===== src/rtl/cfgser_pkg.sv =====
`timescale 1ns/1ps
package cfgser_pkg;

    parameter int unsigned DATA_W      = 18;
    parameter int unsigned ADDR_W      = 4;
    parameter int unsigned WORD_W      = DATA_W + ADDR_W;
    parameter int unsigned NREG        = 1 << ADDR_W;
    parameter int unsigned SYNC_STAGES = 2;

    typedef logic [DATA_W-1:0] data_t;
    typedef logic [ADDR_W-1:0] addr_t;
    typedef logic [WORD_W-1:0] raw_word_t;

    // Data occupies the upper bits (sent first), address the lowest bits.
    typedef struct packed {
        data_t data;
        addr_t addr;
    } word_t;

    // Synchronized pin levels; sen_lvl is the raw level of the active-low enable.
    typedef struct packed {
        logic sclk;
        logic sdata;
        logic sen_lvl;
    } pins_t;

    // Reasons a retune request may be raised in a cycle.
    typedef struct packed {
        logic boot;
        logic wake;
        logic write;
    } cause_t;

    localparam pins_t PINS_IDLE = '{sclk: 1'b0, sdata: 1'b0, sen_lvl: 1'b1};

    function automatic word_t split_word(input raw_word_t raw);
        return word_t'(raw);
    endfunction

    function automatic logic mask_hit(input logic [NREG-1:0] mask, input addr_t a);
        return mask[a];
    endfunction

    function automatic logic any_cause(input cause_t c);
        return c.boot | c.wake | c.write;
    endfunction

endpackage


===== src/rtl/cfgser_sync.sv =====
`timescale 1ns/1ps
module cfgser_sync #(
    parameter int unsigned W       = 1,
    parameter int unsigned STAGES  = 2,
    parameter logic [W-1:0] RST_VAL = '0
) (
    input  logic         clk_i,
    input  logic         rst_i,
    input  logic [W-1:0] d_i,
    output logic [W-1:0] q_o
);

    logic [STAGES-1:0][W-1:0] stage_q;

    always_ff @(posedge clk_i) begin
        if (rst_i) begin
            for (int s = 0; s < STAGES; s++) begin
                stage_q[s] <= RST_VAL;
            end
        end else begin
            stage_q[0] <= d_i;
            for (int s = 1; s < STAGES; s++) begin
                stage_q[s] <= stage_q[s-1];
            end
        end
    end

    assign q_o = stage_q[STAGES-1];

endmodule


===== src/rtl/cfgser_shift.sv =====
`timescale 1ns/1ps
module cfgser_shift
    import cfgser_pkg::*;
(
    input  logic  clk_i,
    input  logic  rst_i,
    input  pins_t pins_i,
    output logic  commit_o,
    output word_t word_o
);

    logic      sclk_q;
    logic      sen_q;
    raw_word_t shreg_q;

    logic sclk_rise;
    logic sen_rise;
    logic sen_fall;
    logic active;

    always_comb begin
        sclk_rise = pins_i.sclk & ~sclk_q;
        sen_rise  = pins_i.sen_lvl & ~sen_q;
        sen_fall  = ~pins_i.sen_lvl & sen_q;
        active    = ~pins_i.sen_lvl;
    end

    always_ff @(posedge clk_i) begin
        if (rst_i) begin
            sclk_q  <= 1'b0;
            sen_q   <= 1'b1;
            shreg_q <= '0;
        end else begin
            sclk_q <= pins_i.sclk;
            sen_q  <= pins_i.sen_lvl;
            if (sen_fall) begin
                shreg_q <= '0;
            end else if (active && sclk_rise) begin
                shreg_q <= {shreg_q[WORD_W-2:0], pins_i.sdata};
            end
        end
    end

    assign commit_o = sen_rise;
    assign word_o   = split_word(shreg_q);

endmodule


===== src/rtl/cfgser_bank.sv =====
`timescale 1ns/1ps
module cfgser_bank
    import cfgser_pkg::*;
#(
    parameter logic [NREG-1:0] IMPL_MASK = 16'h0FFF
) (
    input  logic                   clk_i,
    input  logic                   rst_i,
    input  logic                   commit_i,
    input  word_t                  word_i,
    output logic [NREG*DATA_W-1:0] regs_o
);

    for (genvar i = 0; i < NREG; i++) begin : g_slot
        if (IMPL_MASK[i]) begin : g_impl
            data_t slot_q;
            logic  wr_en;
            assign wr_en = commit_i && (word_i.addr == addr_t'(i));
            always_ff @(posedge clk_i) begin
                if (rst_i) begin
                    slot_q <= '0;
                end else if (wr_en) begin
                    slot_q <= word_i.data;
                end
            end
            assign regs_o[i*DATA_W +: DATA_W] = slot_q;
        end else begin : g_empty
            assign regs_o[i*DATA_W +: DATA_W] = '0;
        end
    end

endmodule


===== src/rtl/cfgser_retune.sv =====
`timescale 1ns/1ps
module cfgser_retune
    import cfgser_pkg::*;
#(
    parameter logic [NREG-1:0] IMPL_MASK = 16'h0FFF,
    parameter logic [NREG-1:0] TUNE_MASK = 16'h0038
) (
    input  logic  clk_i,
    input  logic  rst_i,
    input  logic  commit_i,
    input  addr_t addr_i,
    input  logic  pwdn_i,
    output logic  retune_o
);

    localparam logic [NREG-1:0] HIT_MASK = IMPL_MASK & TUNE_MASK;

    logic   booted_q;
    logic   pwdn_q;
    logic   retune_q;
    cause_t cause;

    always_comb begin
        cause.boot  = ~booted_q;
        cause.wake  = pwdn_q & ~pwdn_i;
        cause.write = commit_i & mask_hit(HIT_MASK, addr_i);
    end

    always_ff @(posedge clk_i) begin
        if (rst_i) begin
            booted_q <= 1'b0;
            pwdn_q   <= pwdn_i;
            retune_q <= 1'b0;
        end else begin
            booted_q <= 1'b1;
            pwdn_q   <= pwdn_i;
            retune_q <= any_cause(cause);
        end
    end

    assign retune_o = retune_q;

endmodule


===== src/rtl/cfgser_top.sv =====
`timescale 1ns/1ps
module cfgser_top
    import cfgser_pkg::*;
#(
    parameter logic [NREG-1:0] IMPL_MASK = 16'h0FFF,
    parameter logic [NREG-1:0] TUNE_MASK = 16'h0038
) (
    input  logic                   clk_i,
    input  logic                   rst_i,
    input  logic                   sclk_i,
    input  logic                   sdata_i,
    input  logic                   sen_n_i,
    input  logic                   pwdn_i,
    output logic [NREG*DATA_W-1:0] regs_o,
    output logic                   retune_o
);

    pins_t raw_pins;
    pins_t sync_pins;
    logic  commit_w;
    word_t word_w;

    always_comb begin
        raw_pins.sclk    = sclk_i;
        raw_pins.sdata   = sdata_i;
        raw_pins.sen_lvl = sen_n_i;
    end

    cfgser_sync #(
        .W       ($bits(pins_t)),
        .STAGES  (SYNC_STAGES),
        .RST_VAL (PINS_IDLE)
    ) u_sync (
        .clk_i (clk_i),
        .rst_i (rst_i),
        .d_i   (raw_pins),
        .q_o   (sync_pins)
    );

    cfgser_shift u_shift (
        .clk_i    (clk_i),
        .rst_i    (rst_i),
        .pins_i   (sync_pins),
        .commit_o (commit_w),
        .word_o   (word_w)
    );

    cfgser_bank #(
        .IMPL_MASK (IMPL_MASK)
    ) u_bank (
        .clk_i    (clk_i),
        .rst_i    (rst_i),
        .commit_i (commit_w),
        .word_i   (word_w),
        .regs_o   (regs_o)
    );

    cfgser_retune #(
        .IMPL_MASK (IMPL_MASK),
        .TUNE_MASK (TUNE_MASK)
    ) u_retune (
        .clk_i    (clk_i),
        .rst_i    (rst_i),
        .commit_i (commit_w),
        .addr_i   (word_w.addr),
        .pwdn_i   (pwdn_i),
        .retune_o (retune_o)
    );

endmodule


===== config.mk =====
export PLATFORM = sky130hd
export DESIGN_NAME = cfgser_top
export DESIGN_NICKNAME = d
export VERILOG_FILES = /design/src/rtl/cfgser_pkg.sv /design/src/rtl/cfgser_sync.sv /design/src/rtl/cfgser_shift.sv /design/src/rtl/cfgser_bank.sv /design/src/rtl/cfgser_retune.sv /design/src/rtl/cfgser_top.sv
export SDC_FILE = /design/constraint.sdc
export NUM_CORES = 1
export LEC_CHECK = 0
export CELL_PAD_IN_SITES_DETAIL_PLACEMENT = 1
export CELL_PAD_IN_SITES_GLOBAL_PLACEMENT = 2
export CORE_MARGIN = 4
export CORE_UTILIZATION = 28
export CTS_CLUSTER_SIZE = 14
export DETAILED_ROUTE_END_ITERATION = 8
export GPL_ROUTABILITY_DRIVEN = 1
export MAX_ROUTING_LAYER = met4
export PLACE_DENSITY_LB_ADDON = 0.12
export SETUP_SLACK_MARGIN = 0.02
export SYNTH_ARGS = -nofsm -noshare
export SYNTH_HDL_FRONTEND = slang
export SYNTH_SLANG_ARGS = --single-unit

===== constraint.sdc =====
create_clock -name clk_i -period 2.2 [get_ports clk_i]
set_input_delay 0.44 -clock clk_i [delete_from_list [all_inputs] [get_ports clk_i]]
set_output_delay 0.44 -clock clk_i [all_outputs]
set_load 0.01 [all_outputs]

## After elaboration in Yosys (flattened, before gate mapping)

Memory sizes are Yosys's and may differ from the RTL's. A register that Yosys moved wholly into a read port is not among the register bits.
Cells that the tools add are included.

- Memories kept: 1
- Bits of input ports: 6
- Logic and storage cells: 64
- Flip-flop bits (word level): 249
- Output and inout port bits: 289
- ROM bits: 16

- Reductions and logical operators: 15
- Eq/ne operators: 11
- Muxes and demuxes: 4
- $lt $le $gt $ge: 1
- Bitwise logic cells: 12

Memories:

| name | words | width | read ports | clocked after Yosys merged registers in | write ports | line | source |
|---|---|---|---|---|---|---|---|
| (name not given) | 16 | 1 | 1 | 1 | 0 | cfgser_pkg.sv:41 | `return mask[a];` |

Operators with widths:

| operator | number |
|---|---|
| $eq 4x3->1 const B | 4 |
| $eq 4x4->1 const B | 4 |
| $logic_and 1x1->1 | 13 |
| $eq 4x2->1 const B | 2 |
| $mux 4 | 2 |
| $and 1x1->1 | 5 |
| $lt 4x5->1 const B | 1 |
| $not 1->1 | 5 |
| $eq 4x1->1 const B | 1 |
| $logic_not 4->1 | 1 |
| $mux 1 | 2 |
| $or 1x1->1 | 2 |
| $reduce_or 2->1 | 1 |

## Logic depth before layout (Yosys ltp)

Gate-level depths: netlist of the first run.

- Word-level depth: 5
- Depth in mapped cells: 7
- Depth with buffers taken out: 3

## By module

A second synthesis of the first run with hierarchy kept.

- Cell total of the unflattened synthesis: 951
- Area total of the unflattened synthesis: 10334.9 um^2

By module, submodules not included:

| module | seq. area each (um^2) | cells an instance | area an instance (um^2) | times used |
|---|---|---|---|---|
| cfgser_bank | 4324.1 | 823 | 9068.7 | 1 |
| cfgser_shift | 480.5 | 103 | 979.7 | 1 |
| cfgser_sync | 120.1 | 15 | 180.2 | 1 |
| cfgser_retune | 60.1 | 10 | 106.4 | 1 |

## Worst setup path before layout of the first run

OpenSTA, ideal clock, no wires.

- Kind: register -> register
- Start point: register u_shift.shreg_q[2], in the netlist u_shift.word_o[2]
- End point: register u_bank.g_slot[3].g_impl.slot_q[10]
- Buffers on the path: 3
- Clock period less this slack: 1.585 ns
- Stages on the path, launching flop included: 7
- Data arrival time: 1.453 ns
- Library setup time: 0.132 ns
- Required time: 2.068 ns
- Path slack: 0.615 ns
- Cell sequence: dfxtp_1 -> buf_6 -> nor4b_4 -> nand3_2 -> buf_6 -> buf_12 -> mux2i_1

- Longest elaborated chain between the ends: 2

Ends and longest elaborated chain:

| element | line | source |
|---|---|---|
| start: declaration | cfgser_shift.sv:14 | `raw_word_t shreg_q;` |
| start signal: assignment | cfgser_shift.sv:39 | `shreg_q <= {shreg_q[WORD_W-2:0], pins_i.sdata};` |
| $eq 4x2->1 | cfgser_bank.sv:18 | `assign wr_en = commit_i && (word_i.addr == addr_t'(i));` |
| $logic_and 1x1->1 | cfgser_bank.sv:18 |  |
| end signal: assignment | cfgser_bank.sv:23 | `slot_q <= word_i.data;` |
| end: declaration | cfgser_bank.sv:16 | `data_t slot_q;` |

Every way passes these cells.
A chain may end at the register's enable or synchronous reset.

## Worst setup path in the final report of the first run

- Start point: register u_bank.g_slot[2].g_impl.slot_q[16]
- End point: output regs_o[52]

RTL lines:

| element | line | source |
|---|---|---|
| start: declaration | cfgser_bank.sv:16 |  |
| start signal: assignment | cfgser_bank.sv:23 |  |
| end: declaration | cfgser_top.sv:14 | `output logic [NREG*DATA_W-1:0] regs_o,` |

No word-level cell between the ends.

==> results of run 1 <==
[metrics by stage]
step,hold WS [ns],instances
after global placement,0.397,1588
after CTS,0.344,1641
after global routing,0.367,1641
final,0.371,1641
after detailed placement,0.398,1588
after floorplan,0.389,1026
[worst reg2reg max path: stages, from the launching register on]
cell     delay [ns]
dfxtp_1        0.47
nor2b_1        0.44
nand2_2        0.53
mux2i_1        0.26
[layer usage]
layer  wire, um  global-route usage  up-vias
li1           -                   -     3388
met1      13500               0.207     3391
met2      14900               0.278      201
met3       1620              0.0277       36
met4        524              0.0368        0
met5          0                   -        -
[cells in the mapped netlist (2+ instances only)]
cell      number  area, um2
buf_1          2       7.51
or2_2          3       18.8
nand2_1      281       1050
clkbuf_1      50        188
nand2b_1       2       12.5
buf_6          5       56.3
nor2b_1        7       43.8
and2_1         2       12.5
nor3b_1        2       15.0
buf_4         80        601
buf_2          7       35.0
and4bb_2       2       25.0
a21oi_1       23        115
nand2_4        3       33.8
mux2i_1      216       2160
a31oi_1        2       12.5
nand3_1        3       15.0
nor2_1         3       11.3
nand2_2        4       25.0
dfxtp_1      250       5000
[worst max path at each step]
stage                                                          from                                               to  slack (ns)  cells after the start
floorplan                            u_shift.word_o[2]$_SDFFE_PP0P_  u_bank.g_slot[3].g_impl.slot_q[10]$_SDFFE_PP0P_        0.62                      6
global placement                                              rst_i  u_bank.g_slot[5].g_impl.slot_q[12]$_SDFFE_PP0P_        0.31                      5
detailed placement                                            rst_i  u_bank.g_slot[8].g_impl.slot_q[15]$_SDFFE_PP0P_        0.29                      5
CTS                  u_bank.g_slot[9].g_impl.slot_q[8]$_SDFFE_PP0P_                                      regs_o[170]        0.22                      1
global route                         u_shift.word_o[0]$_SDFFE_PP0P_   u_bank.g_slot[5].g_impl.slot_q[9]$_SDFFE_PP0P_        0.18                      3
finish              u_bank.g_slot[2].g_impl.slot_q[16]$_SDFFE_PP0P_                                       regs_o[52]        0.29                      1
[power by group]
group	leakage [nW]	switching, W	total [W]	internal (W)
Sequential	2.02	0.00000505	0.00454	0.00454
Clock	0.519	0.00195	0.00526	0.00331
Combinational	3.44	0.000158	0.000196	0.0000381
Total	5.97	0.00211	0.00999	0.00788
[final cells by class]
| type | count | area (um2) |
|---|---|---|
| clock inverters | 16 | 239 |
| repair buffers | 259 | 2610 |
| fillers | 3765 | 20400 |
| clock buffers | 37 | 816 |
| multi-input cells | 630 | 3890 |
| inverters | 1 | 8.76 |
| flip-flops and latches | 250 | 5000 |
| well taps | 448 | 561 |
[state kept, by name, indices dropped and copies added (netlist names), named ones only]
register	flops
u_bank.g_slot.g_impl.slot_q	216
u_retune.booted_q	1
u_retune.pwdn_q	1
u_retune.retune_o	1
u_shift.sclk_q	1
u_shift.sen_q	1
u_shift.word_o	22
u_sync.q_o	3
u_sync.stage_q	3
[layout by cell type (no fill, tap or decap)]
cell               n
nand2_2            4
nand3_1            3
a21oi_1           23
and4bb_2           2
clkinv_4           1
a31oi_1            2
clkbuf_16         29
nor2_1             3
clkinvlp_4         2
nor3b_1            1
conb_1            72
nor2b_1            7
nand3_2            1
or2_2              3
o32ai_1            1
clkbuf_1           2
dfxtp_1          250
mux2i_1          216
clkinv_2           7
clkdlybuf4s50_1  222
nor3b_2            1
nor4b_4            1
buf_12             9
nand2_1          281
nand2b_1           2
clkbuf_8           6
inv_6              1
or3b_2             1
nand3b_1           1
bufinv_16          6
and2_1             2
nand2_4            3
buf_4             28
[logic make-up (layout without fill, tap and decap cells)]
group | Yosys count | after routing | synth area share
multiplexers | 216 | 216 | 0.227
AO/OA/AOI/OAI | 26 | 26 | 0.0143
AND/OR/NAND/NOR | 316 | 316 | 0.138
other | 1 | 72 | 0.000393
flip-flops | 250 | 250 | 0.525
buffers and inverters | 146 | 313 | 0.0955
==> metrics list, run 1 <==
* Run status: complete, no violations
- Setup repair after global routing missed its margin: false
- The number of hold buffers added after CTS was 0.
* Area of the core: 33500 um2
- Detail-routed net length per standard cell: 18.7 um
- Final hold vios: 0
* Number of placement rows: 67
- Minimum period implied by the final worst setup slack: 1.91 ns
- Counting every instance in the synthesized netlist gives 955.
- Endpoint of the worst hold-timing path: u_retune.pwdn_q$_DFF_P_
* Total clock buffers created by CTS: 29
- Static power due to leakage: 5.97 nW
- Total power divided by cell area: 761 nW/um2
- Fin area: 13100 um2
- Transition time at the pin with the least slew margin: 0.697 ns
- Measured on the finished design, the core utilization comes to 0.392.
* Port bufs: 222
* Maximum fanout count along the critical path: 2
- Final estimated routing congestion in global placement: 0.735
- Along the worst hold path, the cell count comes to 1.
- Kind of cell adding the most delay to the critical path: buffers and inverters
- CTS sink cnt: 250
* Post-layout total power: 0.00999 W
- The net count of the finished layout is 1177.
* Number of setup violations in the final report: 0
- In this design, the stage delay of the slowest critical-path cell is 0.62 ns.
- Among all flip-flop cells after synthesis, the most frequent one is dfxtp_1.
- Class of the worst hold path: in -> reg
- In the global route stage, overall resource usage came out at 0.164.
- Aggregate routed wire length: 30600 um
* DIE HEIGHT: 193 um
- CTS placed an instance of clkbuf_16 at the clock tree root.
* Netlist area before placement: 9540 um2
* Max cap viols: 0
* Maximum operating frequency: 0.522 GHz
- The number of cells on the worst reg-to-reg path is 3.
* Final setup skew: 0.0154 ns
- Routed Antenna Nets: 0
- The initial utilization of the core area, before any placement, comes to 0.284.
- The worst register-to-register path begins at u_shift.word_o[0]$_SDFFE_PP0P_.
- Post-DP HPWL: 20800 um
* Via count of the first global-routing pass: 7386
* Synthesis-to-finish area growth: 37.7%
- Type of element capturing the critical path: output port
* Reg2Reg Setup Slack: 0.35 ns
* Startpoint class of the critical path: flip-flop
* Number of design-rule violations left by the first detailed-router iteration: 284
- Summed negative setup slack over all endpoints: 0 ns
* Average cell area after synthesis: 9.98 um2
- Number of flops mapped to enable cells by yosys: 0
- Data arrival, critical path: 1.47 ns
* Maximum level of the CTS H-tree: 1
- The final max-slew violation count is 0.
- In this run the tightest slew margin relative to its limit is 0.534.
* Number of antenna cells inserted: 0
* Wire length of the first global-routing pass: 45800 um
- CP Cell Sequence: clkdlybuf4s50_1
* # resized after CTS: 0
* Final period utilization: 0.870
* Die X-Extent: 193 um
* Setup bufs post-CTS: 0
- The clock passes through at most 3 buffers.
- TritonCTS built the clock tree.
* Post-synth ARST share: 0
- R2R Path End: u_bank.g_slot[5].g_impl.slot_q[13]$_SDFFE_PP0P_
- Critical-path cell with the highest stage delay: clkdlybuf4s50_1
* Overall overflow remaining after global route: 0
- Yosys warning count: 0
- Die ar.: 37100 um2
- Flop and latch count out of synthesis: 250
* Maximum number of pins on one net before global-route repair: 71
* Detailed-routing iteration count for the pre-antenna-repair pass: 4
- The detailed router placed 7016 vias in this run.
* Via-per-instance ratio: 4.28
- After synthesis, the netlist uses 28 different library cells.
- The critical path is of the reg -> out type.
- The number of buffers and inverters on the critical path is 1.
- The number of antenna violations at the first check in global routing is 0.
* Top Ports: 295
- After detailed placement, the total cell area comes to 12100 um2.
* Clock network latency to the later pin of the worst-skew pair: 0.54 ns
- Highest ir drop seen on vdd: 0.000526 V
- Of the synthesized area, sequential elements account for 0.525.
- Number of design rule violations left after detail routing: 0
- OpenSTA, run right after detailed placement, puts the worst setup slack at 0.288 ns.
* Setup slack of the critical path after layout: 0.286 ns
- Origin of the worst min-delay path: pwdn_i
* Share of post-route cells with drive strength above 1: 0.0880
* Clock transition at the registers of the reported paths: 0.06 ns
- At the worst endpoint, the required time is 1.76 ns.
Power figures use the tool's default switching activity.
==> run 2, diff against run 1 <==
==> constraint.sdc (replaced) <==
create_clock -name clk_i -period 2.04 [get_ports clk_i]
set_input_delay 0.408 -clock clk_i [delete_from_list [all_inputs] [get_ports clk_i]]
set_output_delay 0.408 -clock clk_i [all_outputs]
set_load 0.02 [all_outputs]
==> run 2 against run 1 <==
  * Sequential cell count stayed put
  * Clock power up 8.4%
  * Die area stayed put
  * Critical path type unchanged
  * Critical endpoint is now regs_o[21]
  * Largest cell class unchanged
  * Highest routed layer unchanged
==> metrics list, run 2 (synthesized netlist as in run 1, its figures left out) <==
- The run finished with clean final reports.
- Largest stage delay, worst path: 0.70 ns
- Number of vias after detailed routing: 7109
* Post-layout nets: 1191
* Via-per-instance ratio: 4.29
* Aggregate routed wire length: 31200 um
- The worst setup path is launched from a flip-flop.
- After the first detailed-routing iteration, the DRC count stood at 242.
* Worst Path Required: 1.63 ns
- The worst hold path belongs to the class in -> reg.
* Data arrival, critical path: 1.57 ns
- The floorplan step defined a die boundary enclosing 37100 um2.
- In this run, CTS created clock tree buffers numbering 29.
- The analysis attributes to cell leakage a power of 6.19 nW.
- Type of element capturing the critical path: output port
- The register with the most flip-flops in the layout has 216 of them.
* Storage cell area: 5000 um2
- Utilization after layout: 0.398
* Clock tree root buffer cell: clkbuf_16
- Grouping stages by cell kind, the critical path spends the most delay in buffers and inverters.
* Number of setup violations in the final report: 0
- Adding up every negative setup slack in the final design gives 0 ns.
- Max-slew violation total from the final report: 0
- Antenna violations before repair: 0
- Final estimated routing congestion in global placement: 0.723
- Total routing resource utilization after global routing: 0.165
* Final instance count without filler cells: 1656
* Maximum level of the CTS H-tree: 1
- The count of buffers added on input and output ports is 222.
- TritonCTS clock tree: yes
* Final period utilization: 0.970
- Synthesis-to-finish area growth: 40.1%
- Critical path buffers and inverters: 1
- Highest ir drop seen on vdd: 0.000600 V
- Entering global routing, the biggest net connects 56 pins.
* Hold_buf cts: 0
* Number of buffers on the longest clock path: 3
* Overall overflow remaining after global route: 0
- Number of placement rows: 67
- Final hold vios: 0
* Share of post-route cells with drive strength above 1: 0.0993
- Counting cells, the worst reg-to-reg path comes to 3.
* Die X-Extent: 193 um
- # fillers: 3739
- Effective utilization at floorplan: 0.284
- Setup repair after global routing missed its margin: false
- Maximum operating frequency: 0.505 GHz
- Wire length of the first global-routing pass: 45700 um
- Before antenna repair, the detailed router went through 4 iterations.
- Area of the core: 33500 um2
* Total power divided by cell area: 815 nW/um2
- CP Cell Sequence: clkdlybuf4s50_1
- Number of antenna cells inserted: 0
- Via count of the first global-routing pass: 7181
- After clock tree synthesis, the clock-pin slew on the worst setup and hold paths is 0.06 ns.
- Top Ports: 295
- Along the worst hold path, the cell count comes to 1.
* Routed Antenna Nets: 0
- Including well taps, the total number of placed cells is 1602.
- Critical-path cell with the highest stage delay: clkdlybuf4s50_1
- Area of the multi-input gates: 3890 um2
* DIE HEIGHT: 193 um
* Relative slew margins: 0.554
* Maximum fanout count along the critical path: 2
- At the later pin of the worst-skew pair, clock insertion delay measures 0.54 ns.
* Setup bufs post-CTS: 0
- For this run, design rule violations remaining after detail routing come to 0.
- Biggest register: u_bank.g_slot.g_impl.slot_q
* Logic depth of the worst setup path including buffers: 1
- Max cap viols: 0
- The library cell used most frequently in the layout, excluding fill and tap cells, is nand2_1.
* Final setup skew: 0.0107 ns
- The library cells used most frequently in the layout, excluding fill and tap cells, are nand2_1 (280), dfxtp_1 (250), mux2i_1 (216), clkdlybuf4s50_1 (216), conb_1 (72).
- Transition time at the pin with the least slew margin: 0.666 ns
- The clock period could shrink to 1.98 ns.
* Class of the most critical setup path: reg -> out
- In the final routed layout, each cell accounts on average for 18.8 um.
- CTS sink cnt: 250
* Post-DP HPWL: 21600 um
[run 2: final timing paths]
kind	start	endpoint	slack [ns]
min reg2reg	u_sync.stage_q[0]$_SDFF_PP1_	u_sync.q_o[0]$_SDFF_PP1_	0.41
max	u_bank.g_slot[1].g_impl.slot_q[3]$_SDFFE_PP0P_	regs_o[21]	0.06
min	pwdn_i	u_retune.pwdn_q$_DFF_P_	0.34
max reg2reg	u_shift.word_o[0]$_SDFFE_PP0P_	u_bank.g_slot[1].g_impl.slot_q[6]$_SDFFE_PP0P_	0.28
[run 2: repair_timing]
item / 4_1_cts / 5_1_grt
gates resized for setup: 1 / 6
hold endpoints to repair: 0 / 0
endpoints found under the setup margin: 1 / 11
[run 2: power by group]
group          internal (W)  switching, W  leakage (nW)
registers           0.00489    0.00000514          2.02
clock network       0.00355       0.00215         0.526
logic             0.0000605      0.000234          3.65
[run 2: layout make-up]
class	instances	share of cell area
Clock inverter	17	0.0184
Inverter	1	0.000655
Sequential cell	250	0.375
Timing Repair Buffer	273	0.213
Tap cell	448	0.0420
Multi-Input combinational cell	630	0.291
Clock buffer	37	0.0603
[run 2: per-layer routing]
metal	GRT usage	wire length [um]	vias to the layer above
met4	0.0299	391	0
met5	-	0	-
met2	0.275	14800	199
met3	0.0394	2100	28
met1	0.208	13900	3457
li1	-	-	3425
[run 2: through the flow]
stage          setup WS [ns]  area, um2  power [W]  hold slack [ns]
2_1_floorplan          0.455       9800    0.00532            0.389
3_3_place_gp           0.201      12300    0.00530            0.401
3_5_place_dp           0.170      12300    0.00530            0.399
4_1_cts               0.0320      13300     0.0110            0.311
5_1_grt               0.0209      13400     0.0113            0.330
6_report              0.0613      13400     0.0109            0.340
==> run 3, diff against run 2 <==
- SKIP_CTS_REPAIR_TIMING: default -> 1
- SLEW_MARGIN: default -> 20
==> run 3 against run 2 <==
  * Sequential share of layout area hardly changed
  * Largest power group unchanged
  * Worst setup slack stayed put
  * Non-clock buffer count stayed put
  * Combinational power hardly changed
  * Total power hardly changed
  * Highest routed layer unchanged
  * Clock power hardly changed
  * Cell count stayed put
  * Register-to-register slack hardly changed
  * Critical path depth stayed put
  * First-iteration DRC count stayed put
==> metrics list, run 3 (synthesized netlist as in run 1, its figures left out) <==
- The routed layout has 7095 vias.
- The first TritonRoute pass finished after 4 iterations.
- Number of placement rows: 67
- Max cap viols: 0
- Cell internal power was estimated by the tool at 0.00850 W.
* Routing usage on met1: 0.208
- Via count of the first global-routing pass: 7181
- The initial utilization of the core area, before any placement, comes to 0.284.
* Area of the core: 33500 um2
- Run status: complete, no violations
- Clock transition at the registers of the reported paths: 0.06 ns
* Class of the worst hold path: in -> reg
- The first global-routing pass estimated 45600 um of wire.
- Number of antenna cells inserted: 0
* Number of design-rule violations left by the first detailed-router iteration: 242
- Setup slack closes at 0.0613 ns.
* Die ar.: 37100 um2
- Biggest register: u_bank.g_slot.g_impl.slot_q
* Number of setup violations in the final report: 0
- In the global route stage, met2 resource usage came out at 0.275.
- At the pin with the least slew margin, the transition time is 0.666 ns.
- The path with the worst hold slack has its endpoint at u_retune.pwdn_q$_DFF_P_.
- The routed design has 31200 um of wire.
- Top Ports: 295
- For this design the total switching power over the nets is 0.00238 W.
- Portion of total power attributed to combinational logic: 0.027
* Total clock buffers created by CTS: 29
* CTS sink cnt: 250
- Prior to clock tree synthesis, the placed netlist has a worst setup slack of 0.170 ns.
- Logic depth of the worst register-to-register path: 3
* Overall overflow remaining after global route: 0
- Die X-Extent: 193 um
* DIE HEIGHT: 193 um
- The clock passes through at most 3 buffers.
- Maximum number of pins on one net before global-route repair: 56
- Detail-routed net length per standard cell: 18.8 um
- Post-DP HPWL: 21600 um
- Maximum level of the CTS H-tree: 1
- Class of the most critical setup path: reg -> out
* Type of element capturing the critical path: output port
- Data arrival, critical path: 1.57 ns
- The detail route stage leaves a number of antenna-violating nets equal to 0.
- In this run the tightest slew margin relative to its limit is 0.554.
- Post-layout total power: 0.0109 W
- Along the worst hold path, the cell count comes to 1.
- Most crowded layer after global routing: met2
- In the final layout, the share of cells above drive strength 1 is 0.0993.
* Minimum period implied by the final worst setup slack: 1.98 ns
- The count of endpoints failing hold in the final timing report was 0.
- Startpoint class of the critical path: flip-flop
- In this design, the stage delay of the slowest critical-path cell is 0.70 ns.
- In this run the most critical hold path is launched from pwdn_i.
- In the routed design, unresolved DRC markers number 0.
* Static power due to leakage: 6.21 nW
- Setup slack on the worst reg-to-reg path comes out at 0.28 ns.
- Adding up every negative setup slack in the final design gives 0 ns.
- The library cell used most frequently in the layout, excluding fill and tap cells, is nand2_1.
- Derived from the worst setup path, the maximum achievable clock frequency is 0.505 GHz.
* Worst Path Required: 1.63 ns
- TritonCTS clock tree: yes
- In this run the power density over the cells is 814 nW/um2.
* Final estimated routing congestion in global placement: 0.723
- Together, buffers and inverters on the worst path number 1.
* Final setup skew: 0.0108 ns
- Via-per-instance ratio: 4.28
* R2R Path End: u_bank.g_slot[1].g_impl.slot_q[6]$_SDFFE_PP0P_
* Highest-count cells in the layout ignoring fill and taps: nand2_1 (280), dfxtp_1 (250), mux2i_1 (216), clkdlybuf4s50_1 (216), conb_1 (72)
- Total routing resource utilization after global routing: 0.165
* Antenna violations before repair: 0
* Number of flip-flops under the largest register name: 216
- The layout has 3737 filler cells.
- Setup repair after global routing left no endpoint under its margin.
- Placed Cells incl. Taps: 1602
* Launching point of the worst reg2reg path: u_shift.word_o[0]$_SDFFE_PP0P_
* Final period utilization: 0.970
* Net switching fraction of the power: 0.219
* Share of power burned in registers: 0.450
* Share of total power in the clock network: 0.523
* Post-layout nets: 1191
- Final instance count without filler cells: 1656
- Across the VDD grid, the largest voltage drop is 0.000600 V.
* Synthesis-to-finish area growth: 40.2%
- Max-slew violation total from the final report: 0
* Port bufs: 222
- Maximum fanout count along the critical path: 2
- Kind of cell adding the most delay to the critical path: buffers and inverters
- CP Cell Sequence: clkdlybuf4s50_1
* Clock tree root buffer cell: clkbuf_16
- Clock network latency to the later pin of the worst-skew pair: 0.54 ns
- On the critical path, the stage with the largest delay is an instance of clkdlybuf4s50_1.
- For this run, global-route usage on met3 was measured as 0.0394.
==> run 3: cell type report <==
type	count	area, um2	share of cell area
flip-flops and latches	250	5000	0.374
multi-input cells	630	3890	0.291
repair buffers	273	2850	0.213
clock buffers	37	806	0.0603
well taps	448	561	0.0419
clock inverters	17	246	0.0184
inverters	1	8.76	0.000655
==> run 3: power groups by stage <==
stage | sequential, W | clock (W) | combinational [W]
2_1_floorplan | 0.00500 | 0 | 0.000311
3_5_place_dp | 0.00501 | 0 | 0.000292
6_report | 0.00490 | 0.00569 | 0.000294
4_1_cts | 0.00490 | 0.00585 | 0.000293
5_1_grt | 0.00489 | 0.00604 | 0.000320
3_3_place_gp | 0.00501 | 0 | 0.000294
==> run 3: how the worst max path moves through the flow <==
stage / cells past startpoint / to / from / slack [ns]
floorplan: 6 / u_bank.g_slot[3].g_impl.slot_q[10]$_SDFFE_PP0P_ / u_shift.word_o[2]$_SDFFE_PP0P_ / 0.46
global placement: 6 / u_bank.g_slot[8].g_impl.slot_q[17]$_SDFFE_PP0P_ / rst_i / 0.20
detailed placement: 3 / u_bank.g_slot[9].g_impl.slot_q[1]$_SDFFE_PP0P_ / u_shift.word_o[0]$_SDFFE_PP0P_ / 0.17
CTS: 1 / regs_o[170] / u_bank.g_slot[9].g_impl.slot_q[8]$_SDFFE_PP0P_ / -0.02
global route: 1 / regs_o[21] / u_bank.g_slot[1].g_impl.slot_q[3]$_SDFFE_PP0P_ / 0.02
finish: 1 / regs_o[21] / u_bank.g_slot[1].g_impl.slot_q[3]$_SDFFE_PP0P_ / 0.06
==> run 3: metrics by stage <==
stage / hold slack [ns] / area (um2) / utilization
after floorplan: 0.389 / 9800 / -
after global placement: 0.401 / 12300 / 0.367
after detailed placement: 0.399 / 12300 / 0.367
after CTS: 0.311 / 13300 / 0.398
after global routing: 0.330 / 13400 / 0.399
final: 0.340 / 13400 / 0.399
==> run 3: layer usage <==
metal	share of wire	vias to the layer above
met2	0.48	199
met3	0.067	28
li1	-	3425
met1	0.44	3443
met5	0	-
met4	0.013	0
